**src/rtl/irq_pkg.sv**
```systemverilog
package irq_pkg;
   localparam int DATA_W = 8;
   localparam logic REG_CMD  = 1'b0;
   localparam logic REG_MASK = 1'b1;
   // rotate-on-specific-EOI opcode, level number in the low bits
   localparam logic [DATA_W-1:0] EOI_ROT_OP = 8'hE0;
endpackage

```
**src/rtl/irq_rot_pick.sv**
```systemverilog
module irq_rot_pick #(
   parameter int LEVEL_W = 3
) (
   input  logic [(1<<LEVEL_W)-1:0] bits_in,
   input  logic [LEVEL_W-1:0]      start,
   output logic                    found,
   output logic [LEVEL_W-1:0]      idx
);
   localparam int N = 1 << LEVEL_W;

   logic [2*N-1:0]     dbl;
   logic [N-1:0]       rot;
   logic [LEVEL_W-1:0] off;

   assign dbl = {bits_in, bits_in};
   assign rot = dbl[start +: N];

   always_comb begin
      off = '0;
      for (int i = N - 1; i >= 0; i--) begin
         if (rot[i]) off = LEVEL_W'(i);
      end
   end

   assign found = |rot;
   assign idx   = start + off;
endmodule

```
**src/rtl/irq_unit8.sv**
```systemverilog
module irq_unit8 import irq_pkg::*; #(
   parameter int LEVEL_W  = 3,
   parameter int VEC_BASE = 0
) (
   input  logic                    clk,
   input  logic                    rst_n,
   input  logic [(1<<LEVEL_W)-1:0] req_in,
   input  logic                    wr_en,
   input  logic                    reg_sel,
   input  logic [DATA_W-1:0]       wr_data,
   output logic [DATA_W-1:0]       rd_data,
   input  logic                    ack,
   output logic                    int_out,
   output logic [LEVEL_W-1:0]      pick_lvl,
   output logic [DATA_W-1:0]       vec_out
);
   localparam int N = 1 << LEVEL_W;

   if (N != DATA_W) begin : g_bad_width
      $error("irq_unit8: level count must equal the data width");
   end
   if (VEC_BASE + N > 256) begin : g_bad_base
      $error("irq_unit8: vector base out of range");
   end

   logic [N-1:0]       mask_q, irr_q, isr_q, pend, clr, set;
   logic [LEVEL_W-1:0] top_q, req_idx, isr_idx, req_rank, isr_rank, eoi_lvl;
   logic               req_found, isr_found, take, eoi_hit;

   assign pend = irr_q & ~mask_q;

   irq_rot_pick #(.LEVEL_W(LEVEL_W)) u_req_pick (
      .bits_in(pend), .start(top_q), .found(req_found), .idx(req_idx));
   irq_rot_pick #(.LEVEL_W(LEVEL_W)) u_isr_pick (
      .bits_in(isr_q), .start(top_q), .found(isr_found), .idx(isr_idx));

   assign req_rank = req_idx - top_q;
   assign isr_rank = isr_idx - top_q;
   assign int_out  = req_found && (!isr_found || (req_rank < isr_rank));
   assign take     = ack && int_out;
   assign pick_lvl = req_idx;
   assign vec_out  = take ? (8'(VEC_BASE) + 8'(req_idx))
                          : (8'(VEC_BASE) + 8'(N - 1));

   assign eoi_hit = wr_en && (reg_sel == REG_CMD)
                    && (wr_data[DATA_W-1:LEVEL_W] == EOI_ROT_OP[DATA_W-1:LEVEL_W]);
   assign eoi_lvl = wr_data[LEVEL_W-1:0];
   assign clr     = eoi_hit ? (N'(1) << eoi_lvl) : '0;
   assign set     = take ? (N'(1) << req_idx) : '0;
   assign rd_data = (reg_sel == REG_MASK) ? mask_q : irr_q;

   always_ff @(posedge clk or negedge rst_n) begin
      if (!rst_n) begin
         mask_q <= '1;
         irr_q  <= '0;
         isr_q  <= '0;
         top_q  <= '0;
      end else begin
         irr_q <= req_in;
         isr_q <= (isr_q & ~clr) | set;
         if (wr_en && (reg_sel == REG_MASK)) mask_q <= wr_data;
         if (eoi_hit) top_q <= eoi_lvl + LEVEL_W'(1);
      end
   end

   assert_mask_load_R2: assert property (@(posedge clk) disable iff (!rst_n)
      (wr_en && reg_sel == REG_MASK) |=> (mask_q == $past(wr_data)));
   assert_masked_silent_R4: assert property (@(posedge clk) disable iff (!rst_n)
      int_out |-> (irr_q[req_idx] && !mask_q[req_idx]));
   assert_ack_service_R6: assert property (@(posedge clk) disable iff (!rst_n)
      take |=> isr_q[$past(req_idx)]);
   assert_eoi_rotate_R8: assert property (@(posedge clk) disable iff (!rst_n)
      eoi_hit |=> (top_q == LEVEL_W'($past(eoi_lvl) + LEVEL_W'(1))));
   assert_isr_hold_R9: assert property (@(posedge clk) disable iff (!rst_n)
      (!take && !eoi_hit) |=> (isr_q == $past(isr_q)));
endmodule

```
**src/rtl/irq_cascade_pair.sv**
```systemverilog
module irq_cascade_pair import irq_pkg::*; #(
   parameter int LEVEL_W       = 3,
   parameter int CASCADE_LEVEL = 2,
   parameter int MAIN_BASE     = 0,
   parameter int SUB_BASE      = 8
) (
   input  logic                    clk,
   input  logic                    rst_n,
   input  logic [(1<<LEVEL_W)-2:0] irq_main,
   input  logic [(1<<LEVEL_W)-1:0] irq_sub,
   input  logic                    bus_wr,
   input  logic                    bus_sub,
   input  logic                    bus_reg,
   input  logic [7:0]              bus_wdata,
   output logic [7:0]              bus_rdata,
   output logic                    int_cpu,
   input  logic                    ack,
   output logic [7:0]              vector
);
   localparam int N = 1 << LEVEL_W;

   if (CASCADE_LEVEL >= N) begin : g_bad_casc
      $error("irq_cascade_pair: cascade level out of range");
   end

   logic [N-1:0]       m_req;
   logic [DATA_W-1:0]  m_rd, s_rd, m_vec, s_vec;
   logic [LEVEL_W-1:0] m_pick, s_pick;
   logic               m_int, s_int, casc_hit, s_ack;

   // main unit inputs: cascade level from sub unit, others from device lines
   for (genvar g = 0; g < N; g++) begin : g_main_in
      if (g == CASCADE_LEVEL) begin : g_casc
         assign m_req[g] = s_int;
      end else if (g < CASCADE_LEVEL) begin : g_low
         assign m_req[g] = irq_main[g];
      end else begin : g_high
         assign m_req[g] = irq_main[g-1];
      end
   end

   irq_unit8 #(.LEVEL_W(LEVEL_W), .VEC_BASE(MAIN_BASE)) u_main (
      .clk(clk), .rst_n(rst_n), .req_in(m_req),
      .wr_en(bus_wr && !bus_sub), .reg_sel(bus_reg), .wr_data(bus_wdata),
      .rd_data(m_rd), .ack(ack), .int_out(m_int), .pick_lvl(m_pick),
      .vec_out(m_vec));

   assign casc_hit = m_int && (m_pick == LEVEL_W'(CASCADE_LEVEL));
   assign s_ack    = ack && casc_hit;

   irq_unit8 #(.LEVEL_W(LEVEL_W), .VEC_BASE(SUB_BASE)) u_sub (
      .clk(clk), .rst_n(rst_n), .req_in(irq_sub),
      .wr_en(bus_wr && bus_sub), .reg_sel(bus_reg), .wr_data(bus_wdata),
      .rd_data(s_rd), .ack(s_ack), .int_out(s_int), .pick_lvl(s_pick),
      .vec_out(s_vec));

   assign int_cpu   = m_int;
   assign vector    = casc_hit ? s_vec : m_vec;
   assign bus_rdata = bus_sub ? s_rd : m_rd;

   assert_casc_vector_R10: assert property (@(posedge clk) disable iff (!rst_n)
      (s_ack && s_int) |-> (vector == 8'(SUB_BASE) + 8'(s_pick)));
   assert_int_needs_line_R5: assert property (@(posedge clk) disable iff (!rst_n)
      int_cpu |-> (m_req != '0));
endmodule

```
**config.mk**
```make
export PLATFORM = sky130hd
export DESIGN_NAME = irq_cascade_pair
export DESIGN_NICKNAME = d
export VERILOG_FILES = /design/src/rtl/irq_pkg.sv /design/src/rtl/irq_rot_pick.sv /design/src/rtl/irq_unit8.sv /design/src/rtl/irq_cascade_pair.sv
export SDC_FILE = /design/constraint.sdc
export NUM_CORES = 1
export LEC_CHECK = 0
export ABC_AREA = 0
export BUFFER_PORTS_ARGS = -buffer_cell sky130_fd_sc_hd__buf_4
export CELL_PAD_IN_SITES_DETAIL_PLACEMENT = 1
export CELL_PAD_IN_SITES_GLOBAL_PLACEMENT = 1
export CORE_MARGIN = 8
export CORE_UTILIZATION = 45
export CTS_BUF_LIST = sky130_fd_sc_hd__clkbuf_8
export DETAILED_ROUTE_END_ITERATION = 16
export GPL_TIMING_DRIVEN = 1
export PLACE_DENSITY = 0.8
export SYNTH_ARGS = -nofsm -noshare
export SYNTH_HDL_FRONTEND = slang
export SYNTH_SLANG_ARGS = --single-unit
export TNS_END_PERCENT = 5
```
**constraint.sdc**
```tcl
create_clock -name clk -period 6.4 [get_ports clk]
set_input_delay 0.32 -clock clk [delete_from_list [all_inputs] [get_ports clk]]
set_output_delay 0.32 -clock clk [all_outputs]
set_load 0.01 [all_outputs]
```
==> results.sh <==
export IMPL_seq_area_frac_synth=0.285
export IMPL_r2r_slack_ns=0.98
export IMPL_timing_critical_path_from="u_main.top_q[1]"
export IMPL_portBuffers=41
export IMPL_cp_num_buf_inv=4
export IMPL_crit_family="adder cells"
export IMPL_clock_sinks=54
export IMPL_drive_above_1_share=0.262
export IMPL_peakVddDrop_uv=165
export IMPL_synth_async_sr_flop_share=1.00
export IMPL_critPathMaxFanout=16
export IMPL_syn_instance_count=507
export IMPL_worst_setup_path_type="reg -> out"
export IMPL_end_kind="primary output"
export IMPL_r2r_start="u_main.top_q[1]"
export IMPL_fin_nets=582
export IMPL_slew_viol_final=0
export IMPL_cp_slowest_cell="fa_1"
export IMPL_synthMuxAreaShare=0.196
export IMPL_slew_headroom=0.504
export IMPL_syn_cell_area_um2=4810
export IMPL_cts_hold_buf=0
export IMPL_start_kind="flip-flop"
export IMPL_crit_arrival_ns=5.56
export IMPL_num_fill_cells=1202
export IMPL_path_depth=21
export IMPL_worstSkewPairLatency_ns=0.32
export IMPL_clockRootBuffer="clkbuf_8"
export IMPL_cts_clk_slew_worst_paths_ns=0.10
export IMPL_crit_required_ns=6.08
export IMPL_cts_max_path_buffers=2
export IMPL_cts_tree="done"
export IMPL_cts_made_buffers=5
export IMPL_die_h_um=119
export IMPL_grt_max_degree=55
export IMPL_synth_compound_area_share=0.179
export IMPL_synth_area_leaders="dfrtp_1, mux4_2, dfstp_2"
export IMPL_dpl_cell_area_um2=5180
export IMPL_rows=37
export IMPL_dieArea_um2=14300
export IMPL_gp_congestion=0.871
export IMPL_status="complete, no violations"
export IMPL_htree_levels=2
export IMPL_worst_slew_pin_slew_ns=0.743
export IMPL_synth_xor_area_share=0.0198
export IMPL_swShare=0.449
export IMPL_layout_area_seq_um2=1370
export IMPL_finalCriticalPeriod_ns=5.88
export IMPL_drt_wl_total_um=14500
export IMPL_power_internal_mw=1.12
export IMPL_drc=0
export IMPL_synth_area_per_cell_um2=9.49
export IMPL_synth_ff_type="dfrtp_1"
export IMPL_p_switching_mw=0.915
export IMPL_synth_top_family_by_area="simple AND/OR/NAND/NOR gates"
export IMPL_dr_total_vias=4225
export IMPL_synth_area_leader_cell="dfrtp_1"
export IMPL_start_util=0.464
export IMPL_core_area_um2=10400
export IMPL_synth_edf_count=0
export IMPL_clock_power_share=0.141
export IMPL_reg2reg_depth=21
export IMPL_ios=46
export IMPL_fmax_ghz=0.170
export IMPL_grt_use_met2=0.367
export IMPL_synthDistinctLibCells=75
export IMPL_fin_worst_skew_ns=0.00976
export IMPL_synth_seq_cells=54
export IMPL_wire_per_inst_um=21.7
export IMPL_drtAntennaViolNets=0
export IMPL_place_ws_ns=0.700
export IMPL_leakagePower_nw=2.15
export IMPL_first_global_vias=4579
export IMPL_grt_pass1_wl_um=24100
export IMPL_fin_setup_tns_ns=0
export IMPL_multi_input_area_um2=3230
export IMPL_p_comb_frac=0.589
export IMPL_powerDensity_nw_per_um2=381
export IMPL_gr_usage_met3=0.0345
export IMPL_grt_antenna_before_repair=0
export IMPL_timing_hold_ws_ns=0.0380
export IMPL_synth_yosys_warnings=0
export IMPL_max_stage_delay_ns=0.58
export IMPL_use_met1=0.249
export IMPL_synthAdderAreaFrac=0.0583
export IMPL_drt_first_pass_iters=4
export IMPL_hp_class="in -> async"
export IMPL_yosysMostFrequentCell="nand2_1"
export IMPL_synthSimpleGateAreaFrac=0.216
export IMPL_cap_violations=0
export IMPL_path_cells="inv_2 -> mux4_2 -> nor2_1 -> a21oi_1 -> a21boi_0 -> o22ai_1 -> a221oi_1 -> nor2_1 -> ha_1 -> fa_1 -> inv_1 -> fa_1 -> inv_1 -> ha_1 -> nand2_1 -> o211ai_1 -> a211oi_1 -> o21ai_1 -> a21oi_2 -> or3b_1 -> buf_4"
export IMPL_hold_viol_final=0
export IMPL_setup_viol=0
export IMPL_synth_top_area_frac=0.198
export IMPL_worst_slack_ns=0.521
export IMPL_busiest_layer="met2"
export IMPL_track_usage=0.206
export IMPL_die_x_um=119
export IMPL_area_growth_pct=11.2
export IMPL_grt_ovfl_total=0
export IMPL_endpoint="vector[0]"
export IMPL_fin_area_um2=5350
export IMPL_worstReg2RegEnd="u_sub.isr_q[1]"
export IMPL_finalCritPeriodShare=0.919
export IMPL_seq_power_share=0.271
export IMPL_place_hpwl_um=11400
export IMPL_avgViaCountPerCell=6.31
export IMPL_synth_cells_most_frequent="nand2_1, dfrtp_1, o21ai_0"
export IMPL_first_iter_violations=216
export IMPL_p_total_mw=2.04
export IMPL_antenna_cells=0
export IMPL_grt_setup_unrepaired="false"
[layer usage]
metal	routed length [um]	vias up	part of all wire
met2	7380	112	0.51
met5	0	-	0
met3	602	25	0.041
met1	6140	2136	0.42
met4	383	0	0.026
li1	-	1952	-
[how the worst min path moves through the flow]
stage                                  to  cells after the start  slack (ns)
after floorplan           u_main.irr_q[0]                      0        0.02
after CTS                  u_sub.top_q[2]                      1        0.04
after global placement     u_sub.irr_q[5]                      1        0.39
final                      u_sub.top_q[2]                      1        0.04
after detailed placement   u_sub.irr_q[6]                      1        0.40
after global routing       u_sub.top_q[2]                      1        0.09
[layout make-up]
| type | instances | share of cell area |
|---|---|---|
| flip-flops and latches | 54 | 0.257 |
| inverters | 16 | 0.0119 |
| clock inverters | 2 | 0.0112 |
| repair buffers | 49 | 0.0688 |
| clock buffers | 6 | 0.0154 |
| well taps | 136 | 0.0318 |
| multi-input cells | 407 | 0.604 |
[cells in the final DEF, fill, tap and decap left out, types with 5 or more instances in the layout]
master	n
nand3_1	10
clkbuf_8	6
ha_1	16
nor2_1	27
xor2_1	5
a31oi_1	5
o41ai_1	8
buf_4	49
o211ai_1	12
nor3_1	6
o21ai_0	32
a21oi_1	20
dfstp_2	16
mux4_2	27
a211oi_1	7
inv_1	12
nand2b_1	19
mux2i_1	12
nand3b_1	15
mux2_2	19
dfrtp_1	36
nor2b_1	10
nand2_1	61
[state kept, by name, indices dropped and copies added (netlist names)]
register       count
u_main.isr_q       8
u_main.mask_q      8
u_sub.irr_q        8
u_sub.top_q        3
u_main.irr_q       8
u_main.top_q       3
u_sub.isr_q        8
u_sub.mask_q       8
[what timing repair did]
action / in CTS / in global routing
endpoints found under the setup margin: 0 / 1
buffers inserted: 0 / 2
resized for setup: 0 / 3
[logic make-up (layout without fill, tap and decap cells)]
group,after synthesis,count (layout)
AO/OA/AOI/OAI,126,126
XOR/XNOR,10,10
adder cells (fa/ha/maj),20,20
buffers and inverters,49,73
flip-flops,54,54
multiplexers,58,58
other,1,4
AND/OR/NAND/NOR,189,189
[through the flow]
step / utilization / instances
CTS: 0.514 / 668
floorplan: - / 510
global route: 0.516 / 670
finish: 0.516 / 670
detailed placement: 0.500 / 660
global placement: 0.500 / 660
[power by group through the flow]
stage                     clock network (mW)  registers (mW)  logic (mW)
after floorplan                            0           0.494       0.896
after global placement                     0           0.544        1.13
after detailed placement                   0           0.555        1.19
after CTS                              0.292           0.548        1.20
after global routing                   0.301           0.564        1.32
final                                  0.286           0.552        1.20
Note: power is estimated with default switching activity, not from simulation.
